[config.mk]
export PLATFORM = sky130hd
export DESIGN_NAME = ident_regfile
export DESIGN_NICKNAME = d
export VERILOG_FILES = /design/src/rtl/idreg_pkg.sv /design/src/rtl/idreg_rom.sv /design/src/rtl/idreg_limit.sv /design/src/rtl/idreg_rsp_stage.sv /design/src/rtl/ident_regfile.sv
export SDC_FILE = /design/constraint.sdc
export NUM_CORES = 1
export LEC_CHECK = 0
export ABC_AREA = 1
export BUFFER_PORTS_ARGS = -buffer_cell sky130_fd_sc_hd__buf_2
export CAP_MARGIN = 5
export CORE_MARGIN = 2
export CORE_UTILIZATION = 56
export DETAILED_ROUTE_END_ITERATION = 6
export PLACE_DENSITY = 0.81
export SETUP_SLACK_MARGIN = 0.3
export SLEW_MARGIN = 15
export SYNTH_ARGS = -nofsm -noshare
export SYNTH_HDL_FRONTEND = slang
export SYNTH_HIERARCHICAL = 1
export SYNTH_SLANG_ARGS = --single-unit
[constraint.sdc]
create_clock -name clk -period 1.7 [get_ports clk]
set_clock_uncertainty 0.1 [all_clocks]
set_input_delay 0.255 -clock clk [delete_from_list [all_inputs] [get_ports clk]]
set_output_delay 0.255 -clock clk [all_outputs]
set_load 0.005 [all_outputs]
[src/rtl/idreg_pkg.sv]
package idreg_pkg;

  localparam int REG_W     = 64;
  localparam int IDX_W     = 8;
  localparam int VENDOR_B  = 16;
  localparam int FIXED_CNT = 5;

  typedef logic [REG_W-1:0] word_t;
  typedef logic [IDX_W-1:0] idx_t;

  typedef struct packed {
    logic [23:0] zero_hi;
    logic [7:0]  arch_rev;
    logic [7:0]  family;
    logic [7:0]  model;
    logic [7:0]  revision;
    logic [7:0]  count;
  } version_t;

  // Zero the terminating NUL byte and everything that follows it.
  function automatic logic [8*VENDOR_B-1:0] trim_vendor(input logic [8*VENDOR_B-1:0] raw);
    logic [8*VENDOR_B-1:0] res;
    logic ended;
    res   = '0;
    ended = 1'b0;
    for (int b = 0; b < VENDOR_B; b++) begin
      if (raw[8*b +: 8] == 8'h00) ended = 1'b1;
      if (!ended) res[8*b +: 8] = raw[8*b +: 8];
    end
    return res;
  endfunction

  function automatic word_t make_version(input logic [7:0] cnt, input logic [7:0] rev,
                                         input logic [7:0] mdl, input logic [7:0] fam,
                                         input logic [7:0] arch);
    version_t v;
    v.zero_hi  = '0;
    v.arch_rev = arch;
    v.family   = fam;
    v.model    = mdl;
    v.revision = rev;
    v.count    = cnt;
    return word_t'(v);
  endfunction

endpackage

[src/rtl/idreg_rom.sv]
module idreg_rom
  import idreg_pkg::*;
#(
  parameter int                               NUM_REGS   = 5,
  parameter logic [8*VENDOR_B-1:0]            VENDOR_RAW = '0,
  parameter logic [7:0]                       COUNT_FLD  = 8'd4,
  parameter logic [7:0]                       REVISION   = 8'h00,
  parameter logic [7:0]                       MODEL      = 8'h00,
  parameter logic [7:0]                       FAMILY     = 8'h00,
  parameter logic [7:0]                       ARCH_REV   = 8'h00,
  parameter logic [NUM_REGS-5:0][REG_W-1:0]   MISC_VALS  = '0
) (
  input  idx_t  idx,
  output word_t value
);

  localparam logic [8*VENDOR_B-1:0] VENDOR_CLEAN = trim_vendor(VENDOR_RAW);
  localparam word_t                 VERSION_WORD =
    make_version(COUNT_FLD, REVISION, MODEL, FAMILY, ARCH_REV);

  word_t entries [NUM_REGS];

  for (genvar r = 0; r < NUM_REGS; r++) begin : g_entry
    if (r == 0) begin : g_vend_lo
      assign entries[r] = VENDOR_CLEAN[REG_W-1:0];
    end else if (r == 1) begin : g_vend_hi
      assign entries[r] = VENDOR_CLEAN[2*REG_W-1:REG_W];
    end else if (r == 2) begin : g_hole
      assign entries[r] = '0;
    end else if (r == 3) begin : g_version
      assign entries[r] = VERSION_WORD;
    end else begin : g_misc
      assign entries[r] = MISC_VALS[r-4];
    end
  end

  always_comb begin
    value = '0;
    for (int k = 0; k < NUM_REGS; k++) begin
      if (idx == IDX_W'(k)) value = entries[k];
    end
  end

endmodule

[src/rtl/idreg_limit.sv]
module idreg_limit
  import idreg_pkg::*;
#(
  parameter int         NUM_REGS  = 5,
  parameter logic [7:0] COUNT_FLD = 8'd4
) (
  input  idx_t idx,
  output logic fault
);

  // The readable ceiling is the smaller of the count field and the last built register.
  localparam int   TOP_BUILT = NUM_REGS - 1;
  localparam int   CEILING   = (int'(COUNT_FLD) < TOP_BUILT) ? int'(COUNT_FLD) : TOP_BUILT;
  localparam idx_t CEIL_IDX  = IDX_W'(CEILING);

  assign fault = (idx > CEIL_IDX);

endmodule

[src/rtl/idreg_rsp_stage.sv]
module idreg_rsp_stage
  import idreg_pkg::*;
(
  input  logic  clk,
  input  logic  rst_n,
  input  logic  load,
  input  logic  drain,
  input  word_t data_in,
  input  logic  fault_in,
  output logic  valid_q,
  output word_t data_q,
  output logic  fault_q
);

  always_ff @(posedge clk or negedge rst_n) begin
    if (!rst_n) begin
      valid_q <= 1'b0;
      data_q  <= '0;
      fault_q <= 1'b0;
    end else if (load) begin
      valid_q <= 1'b1;
      data_q  <= data_in;
      fault_q <= fault_in;
    end else if (drain) begin
      valid_q <= 1'b0;
    end
  end

endmodule

[src/rtl/ident_regfile.sv]
module ident_regfile
  import idreg_pkg::*;
#(
  parameter int                               NUM_REGS   = 5,
  parameter logic [8*VENDOR_B-1:0]            VENDOR_RAW = '0,
  parameter logic [7:0]                       COUNT_FLD  = 8'(NUM_REGS - 1),
  parameter logic [7:0]                       REVISION   = 8'h00,
  parameter logic [7:0]                       MODEL      = 8'h00,
  parameter logic [7:0]                       FAMILY     = 8'h00,
  parameter logic [7:0]                       ARCH_REV   = 8'h00,
  parameter logic [NUM_REGS-5:0][REG_W-1:0]   MISC_VALS  = '0
) (
  input  logic        clk,
  input  logic        rst_n,
  input  logic        req_valid,
  output logic        req_ready,
  input  logic [7:0]  req_index,
  output logic        rsp_valid,
  input  logic        rsp_ready,
  output logic [63:0] rsp_data,
  output logic        rsp_fault
);

  word_t lookup;
  logic  bad_idx;
  logic  take;
  logic  give;

  idreg_rom #(
    .NUM_REGS  (NUM_REGS),
    .VENDOR_RAW(VENDOR_RAW),
    .COUNT_FLD (COUNT_FLD),
    .REVISION  (REVISION),
    .MODEL     (MODEL),
    .FAMILY    (FAMILY),
    .ARCH_REV  (ARCH_REV),
    .MISC_VALS (MISC_VALS)
  ) u_rom (
    .idx  (req_index),
    .value(lookup)
  );

  idreg_limit #(
    .NUM_REGS (NUM_REGS),
    .COUNT_FLD(COUNT_FLD)
  ) u_limit (
    .idx  (req_index),
    .fault(bad_idx)
  );

  assign give      = rsp_valid & rsp_ready;
  assign req_ready = ~rsp_valid | rsp_ready;
  assign take      = req_valid & req_ready;

  idreg_rsp_stage u_stage (
    .clk     (clk),
    .rst_n   (rst_n),
    .load    (take),
    .drain   (give),
    .data_in (bad_idx ? '0 : lookup),
    .fault_in(bad_idx),
    .valid_q (rsp_valid),
    .data_q  (rsp_data),
    .fault_q (rsp_fault)
  );

endmodule

# == Yosys cells after proc, flatten, opt, wreduce, memory -nomap -nowiden ==
# Cells that the tools add are included.
# totals
inputBits,12
out_inout_bits,67
wordCells,16
ff_bits,66
# classes
magnitude_cmp,1
n_eq_ne,2
mux,5
n_reduce_logical,1
n_bitwise,4
# op_table
cell,n
$mux W64,1
$eq A8 B2 Y1 const B,1
$eq A8 B3 Y1 const B,1
$gt A8 B3 Y1 const B,1
$mux W3,2
$and A1 B1 Y1,2
$mux W1,2
$reduce_bool A2 Y1,1
$not A1 Y1,1
$or A1 B1 Y1,1

# == Depth between registers and ports, before layout ==
# Gate-level depths: netlist (run 1).
# depth
ltp_word,4
mapped_depth,9
ltp_nobuf,8

# == Hierarchy ==
# The synthesis (run 1) kept the hierarchy.
# modules_own_cells
module,area_per_inst_um2,cells_per_inst,seq_area_each_um2,n_inst
idreg_rsp_stage,2511.2,279,1651.6,1
ident_regfile,583.1,141,0.0,1
idreg_rom,509.2,72,0.0,1
idreg_limit,28.8,7,0.0,1

# == Least setup slack after synthesis (run 1) ==
# Ideal clock, no wire load.
# synth_path
path_kind,reg-to-reg
startpoint,register u_stage.valid_q
endpoint,register u_stage.data_q[12]
t_required_ns,1.484
setup_ns,0.116
synth_period_minus_slack_ns,1.291
t_arrival_ns,1.074
n_path_buf,2
path_slack_ns,0.409
stages_incl_launch_ff,7
path_cell_list,dfrtp_1 -> a21oi_1 -> inv_2 -> buf_4 -> buf_6 -> nand2_1 -> nand2_1
# synth_between
elab_chain_len,3
# synth_lines
item,line,rtl
from (decl),idreg_rsp_stage.sv:10,"output logic valid_q,"
from (signal assigned),idreg_rsp_stage.sv:17,valid_q <= 1'b0;
from (signal assigned),idreg_rsp_stage.sv:21,valid_q <= 1'b1;
from (signal assigned),idreg_rsp_stage.sv:25,valid_q <= 1'b0;
$not A1 Y1,ident_regfile.sv:52,assign req_ready = ~rsp_valid | rsp_ready;
$or A1 B1 Y1,ident_regfile.sv:52,
$and A1 B1 Y1,ident_regfile.sv:53,assign take = req_valid & req_ready;
net take,ident_regfile.sv:26,logic take;
to (signal assigned),idreg_rsp_stage.sv:22,data_q <= data_in;
to (decl),idreg_rsp_stage.sv:11,"output word_t data_q,"
# The timed path passes the listed nets, and every way through them passes these cells.
# A chain may end at the register's enable or synchronous reset.

# == Worst setup path after layout (run 1) ==
# layout_path
startpoint,register u_stage.valid_q
endpoint,output port req_ready
# layout_between
elab_chain_len,2
# layout_lines
item,line,rtl
$not A1 Y1,ident_regfile.sv:52,
$or A1 B1 Y1,ident_regfile.sv:52,
to (decl),ident_regfile.sv:16,"output logic req_ready,"
# No other way between the ends.

==> flow_summary.yaml, run 1 <==
status:
  status: "finished clean"
die:
  io_pins: 79
  coreArea_um2: 6310
  die_x_um: 84.5
  rows: 29
  start_util_pct: 57.5
  die-area_um2: 7150
  dieHeight_um: 84.5
setup_path:
  path_buf_inv: 1
  endpoint_kind: "output port"
  worstSetupStartpointType: "flip-flop"
  critical-path-slowest-cell: "dfrtp_1"
  rrSetupSlack_ns: 0.39
  crit_chain: "nand2_1 -> buf_2"
  cp_top_family: "flip-flops"
  crit_type: "flip-flop to output port"
  crit_fanout: 5
  cpPeakStageDelay_ns: 0.45
  cp.required_ns: 1.34
  cp.arrival_ns: 0.97
clocking:
  cts_tree: "built"
  post_cts_buffers: 0
  clkTransAtPathRegs_ns: 0.06
  clk_latency_ns: 0.33
  cts_max_level: 3
  cts_buffers: 9
  clockBufferDepth: 2
  clockRootBuffer: "clkbuf_8"
  cts_sinks: 66
drt:
  dr.first_iter.drc_count: 108
  routed_wl_um: 6120
  vias: 2619
  firstDrtPassIters: 4
  via_per_inst: 3.99
  ant_nets: 0
  wl_per_cell_um: 9.33
  drc: 0
global_route:
  grt_overflow: 0
  grt_max_degree: 67
  track_usage_pct: 18.1
  grt_pass1_wl_um: 10400
  grt_pass1_vias: 2374
  antenna_found_initial: 0
place:
  post-dp-hpwl_um: 4170
  postPlaceCellArea_um2: 3770
  gp_congestion: 0.764
  pre_cts_ws_ns: 0.391
  portBuffers: 78
timing:
  final_hold_viol_count: 0
  max_freq_mhz: 753
  setup_violations: 0
  tightest_slew_ns: 0.596
  period_minus_slack_ns: 1.33
  timing.slew.headroom_pct: 60.3
  finalMaxSlewViolations: 0
  fin_crit_sh_pct: 78.2
  grt_setup_unrepaired: "yes"
  worst_slack_ns: 0.371
  fin_tns_setup_ns: 0
logic_synthesis:
  synth_cell_types: 13
  syn_area_um2: 3630
  synth_top_area_share_pct: 45.5
  synth_warnings: 6
  avgSynthCellArea_um2: 7.28
  synthTopCellsByArea: "dfrtp_1 (45%), nand2_1 (21%), buf_4 (14%), inv_1 (7.3%), nor2_1 (7.1%)"
  synthCells: 499
  synth_seq_area_share_pct: 45.5
  ys_seq_elements: 66
  yosysTopAreaCell: "dfrtp_1"
layout:
  postLayoutCellArea_um2: 3970
  syn_to_final_growth_pct: 9.16
  multiInputGateArea_um2: 1290
  drive_gt1_share_pct: 17.8
  final-seq-area_um2: 1650
  final_nets: 586
  nFillCells: 613
  antenna_cells: 0
power_and_ir_drop:
  power_density_nw_per_um2: 788
  switchingPower_mw: 0.789
  p_leak_nw: 2.39
  p_int_mw: 2.34
  p_clk_share_pct: 38.7
  p_seq_share_pct: 51.7
  pwr-share-comb_pct: 9.6
  switching_share_pct: 25.2
  peakVddDrop_mv: 0.436
job:
  max_cap_viol_count: 0
hold_path:
  worstHoldPathType: "input port to flip-flop"
==> placed cells by master (no fill, tap or decap), drive strengths merged <==
cell and n:
a21oi 1, nand2 203, conb 63, clkbuf 14, clkinv 2, o21ai 1, inv 72, nor2 70
dlygate4sd3 1, dfrtp 66, buf 85, nand3 1
==> path summary, 6_finish.rpt <==
kind	startpoint	to	cells after the start
max	u_stage/valid_q	req_ready	2
min	rsp_ready	u_stage/valid_q	6
max reg2reg	u_stage/valid_q	u_stage/data_q[44]	5
min reg2reg	u_stage/data_q[53]	u_stage/data_q[53]	2
max in group asynchronous	rst_n	u_stage/data_q[52]	3
min in group asynchronous	rst_n	u_stage/data_q[24]	3
==> metrics by stage <==
stage	util [%]	hold slack, ns	total power [mW]	instances
floorplan	-	-0.141	1.95	561
global placement	59.7	0.199	1.94	639
detailed placement	59.7	0.199	1.94	639
CTS	62.7	0.152	3.15	656
global route	62.8	0.187	3.27	656
finish	62.8	0.160	3.13	656
==> power by group through the flow <==
stage / clock (mW) / sequential [mW] / combinational, mW
floorplan: 0 / 1.65 / 0.310
global placement: 0 / 1.65 / 0.291
detailed placement: 0 / 1.65 / 0.296
CTS: 1.24 / 1.62 / 0.298
global route: 1.31 / 1.62 / 0.348
finish: 1.21 / 1.62 / 0.299
==> synthesized netlist by cell type <==
| cell | instances |
|---|---|
| buf_6 | 11 |
| nor2_2 | 1 |
| buf_4 | 70 |
| nand2_1 | 203 |
| a21oi_1 | 1 |
| o21ai_1 | 1 |
| nor2_1 | 69 |
| nand3_1 | 1 |
| dfrtp_1 | 66 |
| buf_2 | 3 |
| inv_1 | 71 |
| conb_1 | 1 |
| inv_2 | 1 |
==> kinds of logic (layout without fill, tap and decap cells) <==
kind of cell    count (synthesis)  count (layout)  synth area share (%)
simple gates                  274             274                  28.4
buf+inv                       156             174                  25.7
flops                          66              66                  45.5
compound gates                  2               2                 0.275
other cells                     1              63                 0.103
==> worst min-delay path, stage by stage <==
cell	delay, ns
buf_2	0.09
nand2_1	0.04
inv_1	0.04
inv_1	0.03
nand2_1	0.04
nand2_1	0.04
==> routing by layer <==
layer / wire length (um) / share of wire (%) / global-route usage [%]
met5: 0 / 0 / 0
met3: 304 / 5.0 / 3.74
met4: 149 / 2.4 / 8.37
met2: 2940 / 48 / 31.2
met1: 2730 / 45 / 21.8
==> final cells by class <==
cell class              count  share of cell area, %
flip-flops and latches     66                   41.7
clock inverters             2                  0.252
multi-input cells         339                   32.7
clock buffers              14                   4.35
well taps                  77                   2.43
inverters                  72                   6.82
repair buffers             86                   11.8
==> flip-flops by register name (all words and copies together), names as in the netlist <==
register / cells
u_stage/data_q: 64
u_stage/fault_q: 1
u_stage/valid_q: 1
==> repair_timing <==
item | 4_1_cts | 5_1_grt
hold endpoints to repair | 66 | 0
resized for setup | 0 | 1
hold buffers | 1 | 0
setup endpoints to repair | 0 | 15
(Power assumes the default switching activity.)
==> run 2, diff against run 1 <==
==> constraint.sdc (replaced) <==
create_clock -name clk -period 1.26 [get_ports clk]
set_clock_uncertainty 0.1 [all_clocks]
set_input_delay 0.189 -clock clk [delete_from_list [all_inputs] [get_ports clk]]
set_output_delay 0.189 -clock clk [all_outputs]
set_load 0.005 [all_outputs]
==> run 2 against run 1 <==
Compared with the run above:
- the run now ends with negative setup slack left
- global-route usage grew 6.7 points
- hold slack lost 0.070 ns
- critical path depth grew 3
- flip-flop and latch count is the same
- count of clock-buffer cells in the layout shrank 2
- first-iteration DRC count grew 72%
- sequential power grew 35%
- total power grew 53%
- routed wire length grew 42%
- via count grew 20%
- die area is the same
- cell count grew 10%
- critical path type is now flip-flop to flip-flop
- critical endpoint is now u_stage/data_q[18]
- highest routed layer unchanged
==> flow_summary.yaml, run 2 (synthesis results as in run 1) <==
clocking:
  clockBufferDepth: 2
  clockRootBuffer: "clkbuf_8"
  cts_max_level: 3
  clkTransAtPathRegs_ns: 0.07
  cts_tree: "built"
  cts_buffers: 9
  cts_sinks: 66
  clk_latency_ns: 0.33
die:
  coreArea_um2: 6310
  start_util_pct: 57.5
  rows: 29
  dieHeight_um: 84.5
  die-area_um2: 7150
  die_x_um: 84.5
  io_pins: 79
setup_path:
  crit_chain: "a21oi_4 -> inv_6 -> bufbuf_16 -> nand2_1 -> nand2_1"
  r2r-start: "u_stage/valid_q"
  path_buf_inv: 2
  critical-path-slowest-cell: "dfrtp_1"
  cp.arrival_ns: 1.50
  crit_start: "u_stage/valid_q"
  endpoint_kind: "flip-flop"
  cp_top_family: "flip-flops"
  cp.required_ns: 1.39
  cpMostUsedCell: "nand2_1"
  worstSetupStartpointType: "flip-flop"
  crit_fanout: 9
  cpPeakStageDelay_ns: 0.42
  crit_type: "flip-flop to flip-flop"
timing:
  final_hold_viol_count: 0
  finalMaxSlewViolations: 0
  max_freq_mhz: 732
  worst_slack_ns: -0.105
  period_minus_slack_ns: 1.37
  grt_setup_unrepaired: "yes"
  fin_crit_sh_pct: 108
  fin_tns_setup_ns: -2.29
  setup_violations: 33
status:
  violations: "negative setup slack"
  status: "finished with violations"
layout:
  largestRegisters: "u_stage/data_q x64, u_stage/fault_q x1, u_stage/valid_q x1"
  postLayoutCellArea_um2: 4870
  drive_gt1_share_pct: 30.9
  largest-register: "u_stage/data_q"
  antenna_cells: 0
  final_nets: 655
  final_core_util_pct: 77.1
  layout_common_cells: "nand2_1 (174), buf_2 (77), inv_1 (71)"
  final_common_cell: "nand2_1"
  largest_reg_flops: 64
  syn_to_final_growth_pct: 34.1
drt:
  drc: 0
  vias: 3147
  via_per_inst: 4.35
  wl_per_cell_um: 12.0
  ant_nets: 0
  dr.first_iter.drc_count: 186
  firstDrtPassIters: 4
  routed_wl_um: 8690
global_route:
  antenna_found_initial: 0
  track_usage_pct: 24.8
  grt_max_degree: 67
  grt_overflow: 0
  grt_pass1_wl_um: 13900
  grt_pass1_vias: 2911
power_and_ir_drop:
  total_power_mw: 4.78
  power_density_nw_per_um2: 982
  p_leak_nw: 2.92
  peakVddDrop_mv: 0.852
job:
  max_cap_viol_count: 0
place:
  post-dp-hpwl_um: 4320
  postPlaceCellArea_um2: 3810
  portBuffers: 78
  gp_congestion: 0.757
hold_path:
  hp-start: "rsp_ready"
  worstHoldPathType: "input port to flip-flop"
run 2: final timing paths:
| check | end | slack, ns | cells after the start |
|---|---|---|---|
| min | u_stage/valid_q | 0.09 | 6 |
| min in group asynchronous | u_stage/data_q[26] | 0.28 | 3 |
| max in group asynchronous | u_stage/data_q[62] | 0.47 | 3 |
| min reg2reg | u_stage/data_q[16] | 0.37 | 2 |
| max | u_stage/data_q[18] | -0.11 | 5 |
| max reg2reg | u_stage/data_q[18] | -0.11 | 5 |
run 2: layout make-up:
type / instances / area (um2)
well taps: 77 / 96.3
flip-flops and latches: 66 / 1650
clock inverters: 3 / 40.0
repair buffers: 155 / 1280
clock buffers: 12 / 145
multi-input cells: 339 / 1380
inverters: 72 / 275
fillers: 467 / 1440
run 2: repair_timing:
item,CTS,global route
endpoints found under the hold margin,66,0
pin swaps,20,0
hold buffers,1,0
gates cloned,9,0
setup buffers,36,24
endpoints found under the setup margin,133,133
gates resized for setup,44,1
run 2: through the flow:
stage | hold WS, ns | cells | setup WS (ns)
global route | 0.145 | 724 | -0.143
CTS | 0.0822 | 700 | -0.0722
finish | 0.0896 | 724 | -0.105
floorplan | -0.207 | 561 | 0.0631
global placement | 0.134 | 639 | 0.0941
detailed placement | 0.137 | 639 | 0.0738
run 2: where the power goes:
group	internal [mW]	total, mW	switching, mW
Sequential	2.15	2.18	0.0252
Combinational	0.439	0.856	0.417
Clock	0.953	1.74	0.792
run 2: routing by layer:
metal  track usage [%]  vias to the layer above  routed length [um]
met3              4.33                       22                 522
met5                 0                        -                   0
li1                  -                     1582                   -
met1              32.2                     1443                3570
met4              10.2                        0                 255
met2              41.4                      100                4340
run 2: worst min-delay path, delay by kind of cell:
family	cells	cell delay [ns]
AND/OR/NAND/NOR	3	0.14
buffers and inverters	3	0.16
==> run 3, diff against run 2 <==
--- a/config.mk
+++ b/config.mk
@@ -11,7 +11,7 @@
 export CORE_MARGIN = 2
 export CORE_UTILIZATION = 56
 export DETAILED_ROUTE_END_ITERATION = 6
-export PLACE_DENSITY = 0.81
+export PLACE_DENSITY = 0.8
 export SETUP_SLACK_MARGIN = 0.3
 export SLEW_MARGIN = 15
 export SYNTH_ARGS = -nofsm -noshare
==> run 3 against run 2 <==
Compared with the run above:
- the flow still finishes with violations (negative setup slack)
- global-route usage shrank 4.2 points
- clock power shrank 17%
- cell count shrank 1.9%
- largest cell class unchanged
==> flow_summary.yaml, run 3 (synthesis results as in run 1) <==
hold_path:
  worstHoldPathType: "input port to flip-flop"
  worstHoldPathCells: 6
global_route:
  grt_pass1_wl_um: 11800
  grt_max_degree: 67
  grt_pass1_vias: 2659
  track_usage_pct: 20.6
  met3_usage_pct: 4.62
  met2_usage_pct: 35.9
  grt_overflow: 0
  grt-busiest-layer: "met2"
  gr-usage-met1_pct: 25.4
  antenna_found_initial: 0
timing:
  setup_violations: 62
  holdWs_ns: 0.0801
  period_minus_slack_ns: 1.33
  finalMaxSlewViolations: 0
  fin_crit_sh_pct: 105
  final_hold_viol_count: 0
  max_freq_mhz: 754
  grt_setup_unrepaired: "yes"
  worst_slack_ns: -0.0657
die:
  coreArea_um2: 6310
  io_pins: 79
  rows: 29
  die_x_um: 84.5
  start_util_pct: 57.5
  die-area_um2: 7150
  dieHeight_um: 84.5
clocking:
  cts_max_level: 3
  cts_buffers: 9
  clkTransAtPathRegs_ns: 0.06
  clockRootBuffer: "clkbuf_8"
  cts_sinks: 66
  clk_latency_ns: 0.32
  cts_tree: "built"
  clockBufferDepth: 2
layout:
  final_nets: 644
  largest_reg_flops: 64
  layout_common_cells: "nand2_1 (202), buf_2 (78), inv_1 (71)"
  drive_gt1_share_pct: 25.1
  syn_to_final_growth_pct: 22.7
  final_common_cell: "nand2_1"
  largestRegisters: "u_stage/data_q x64, u_stage/fault_q x1, u_stage/valid_q x1"
  nFillCells: 515
  multiInputGateArea_um2: 1300
  antenna_cells: 0
  final-seq-area_um2: 1650
  largest-register: "u_stage/data_q"
  final_core_util_pct: 70.6
drt:
  routed_wl_um: 7180
  ant_nets: 0
  wl_per_cell_um: 10.1
  vias: 2906
  dr.first_iter.drc_count: 143
  via_per_inst: 4.09
  firstDrtPassIters: 4
  drc: 0
setup_path:
  worstReg2RegEnd: "u_stage/data_q[37]"
  r2r_cells: 6
  crit_start: "u_stage/valid_q"
  worstSetupStartpointType: "flip-flop"
  crit_fanout: 20
  rrSetupSlack_ns: -0.07
  r2r-start: "u_stage/valid_q"
  endpoint: "u_stage/data_q[37]"
  endpoint_kind: "flip-flop"
  cp.required_ns: 1.37
  cp.arrival_ns: 1.44
  crit_type: "flip-flop to flip-flop"
job:
  max_cap_viol_count: 0
place:
  portBuffers: 78
  post-dp-hpwl_um: 4260
  gp_congestion: 0.743
power_and_ir_drop:
  p_leak_nw: 2.71
  power_density_nw_per_um2: 937
  peakVddDrop_mv: 0.666
status:
  status: "finished with violations"
  violations: "negative setup slack"
[run 3: changes by cell type in the layout (fill, tap and decap cells not counted)]
cell	before	now
nand2_4	3	0
clkbuf_1	2	1
nand2_1	174	202
buf_2	77	78
buf_6	4	3
nand2_2	26	1
bufbuf_16	3	0
bufinv_16	1	0
buf_16	7	2
buf_4	57	56
buf_12	6	4
clkinv_2	2	1
[run 3: routing by layer]
layer | vias up | wire length [um]
li1 | 1553 | -
met1 | 1289 | 3140
met2 | 60 | 3660
met3 | 4 | 329
met4 | 0 | 44
met5 | - | 0
[run 3: layout make-up]
class	count	area share, %
well taps	77	2.16
clock buffers	11	3.17
flip-flops and latches	66	37.1
multi-input cells	339	29.1
repair buffers	144	22.2
clock inverters	1	0.112
inverters	72	6.18
[run 3: timing repair]
action / 4_1_cts / 5_1_grt
endpoints found under the hold margin: 66 / 0
hold buffers: 1 / 0
gates cloned: 2 / 0
gates resized for setup: 14 / 0
buffers inserted: 28 / 26
endpoints found under the setup margin: 132 / 133
[run 3: worst min path at each step]
stage               from                  to
6_report       rsp_ready     u_stage/valid_q
5_1_grt        rsp_ready     u_stage/valid_q
4_1_cts        rsp_ready     u_stage/valid_q
3_5_place_dp       rst_n  u_stage/data_q[25]
3_3_place_gp       rst_n  u_stage/data_q[30]
2_1_floorplan      rst_n   u_stage/data_q[0]
[run 3: through the flow]
stage / cell area (um2) / std cells / power, mW / worst slack, ns / TNS, ns
2_1_floorplan: 3870 / 561 / 2.64 / 0.0631 / 0
3_3_place_gp: 3800 / 641 / 2.63 / 0.114 / 0
3_5_place_dp: 3800 / 641 / 2.64 / 0.0570 / 0
4_1_cts: 4260 / 684 / 4.20 / -0.0411 / -0.528
5_1_grt: 4460 / 710 / 4.41 / -0.136 / -5.43
6_report: 4460 / 710 / 4.18 / -0.0657 / -1.45
[run 3: worst max-delay path, cell delays in order, from the launching register on]
cell,delay (ns)
dfrtp_1,0.39
buf_4,0.14
a21oi_4,0.17
inv_6,0.11
buf_12,0.17
nand2_1,0.08
nand2_1,0.05
[run 3: report_power, final]
group          internal (mW)  leakage (nW)  switching, mW
clock                  0.722        0.0770          0.717
combinational          0.239          1.72          0.326
sequential              2.16         0.914         0.0202
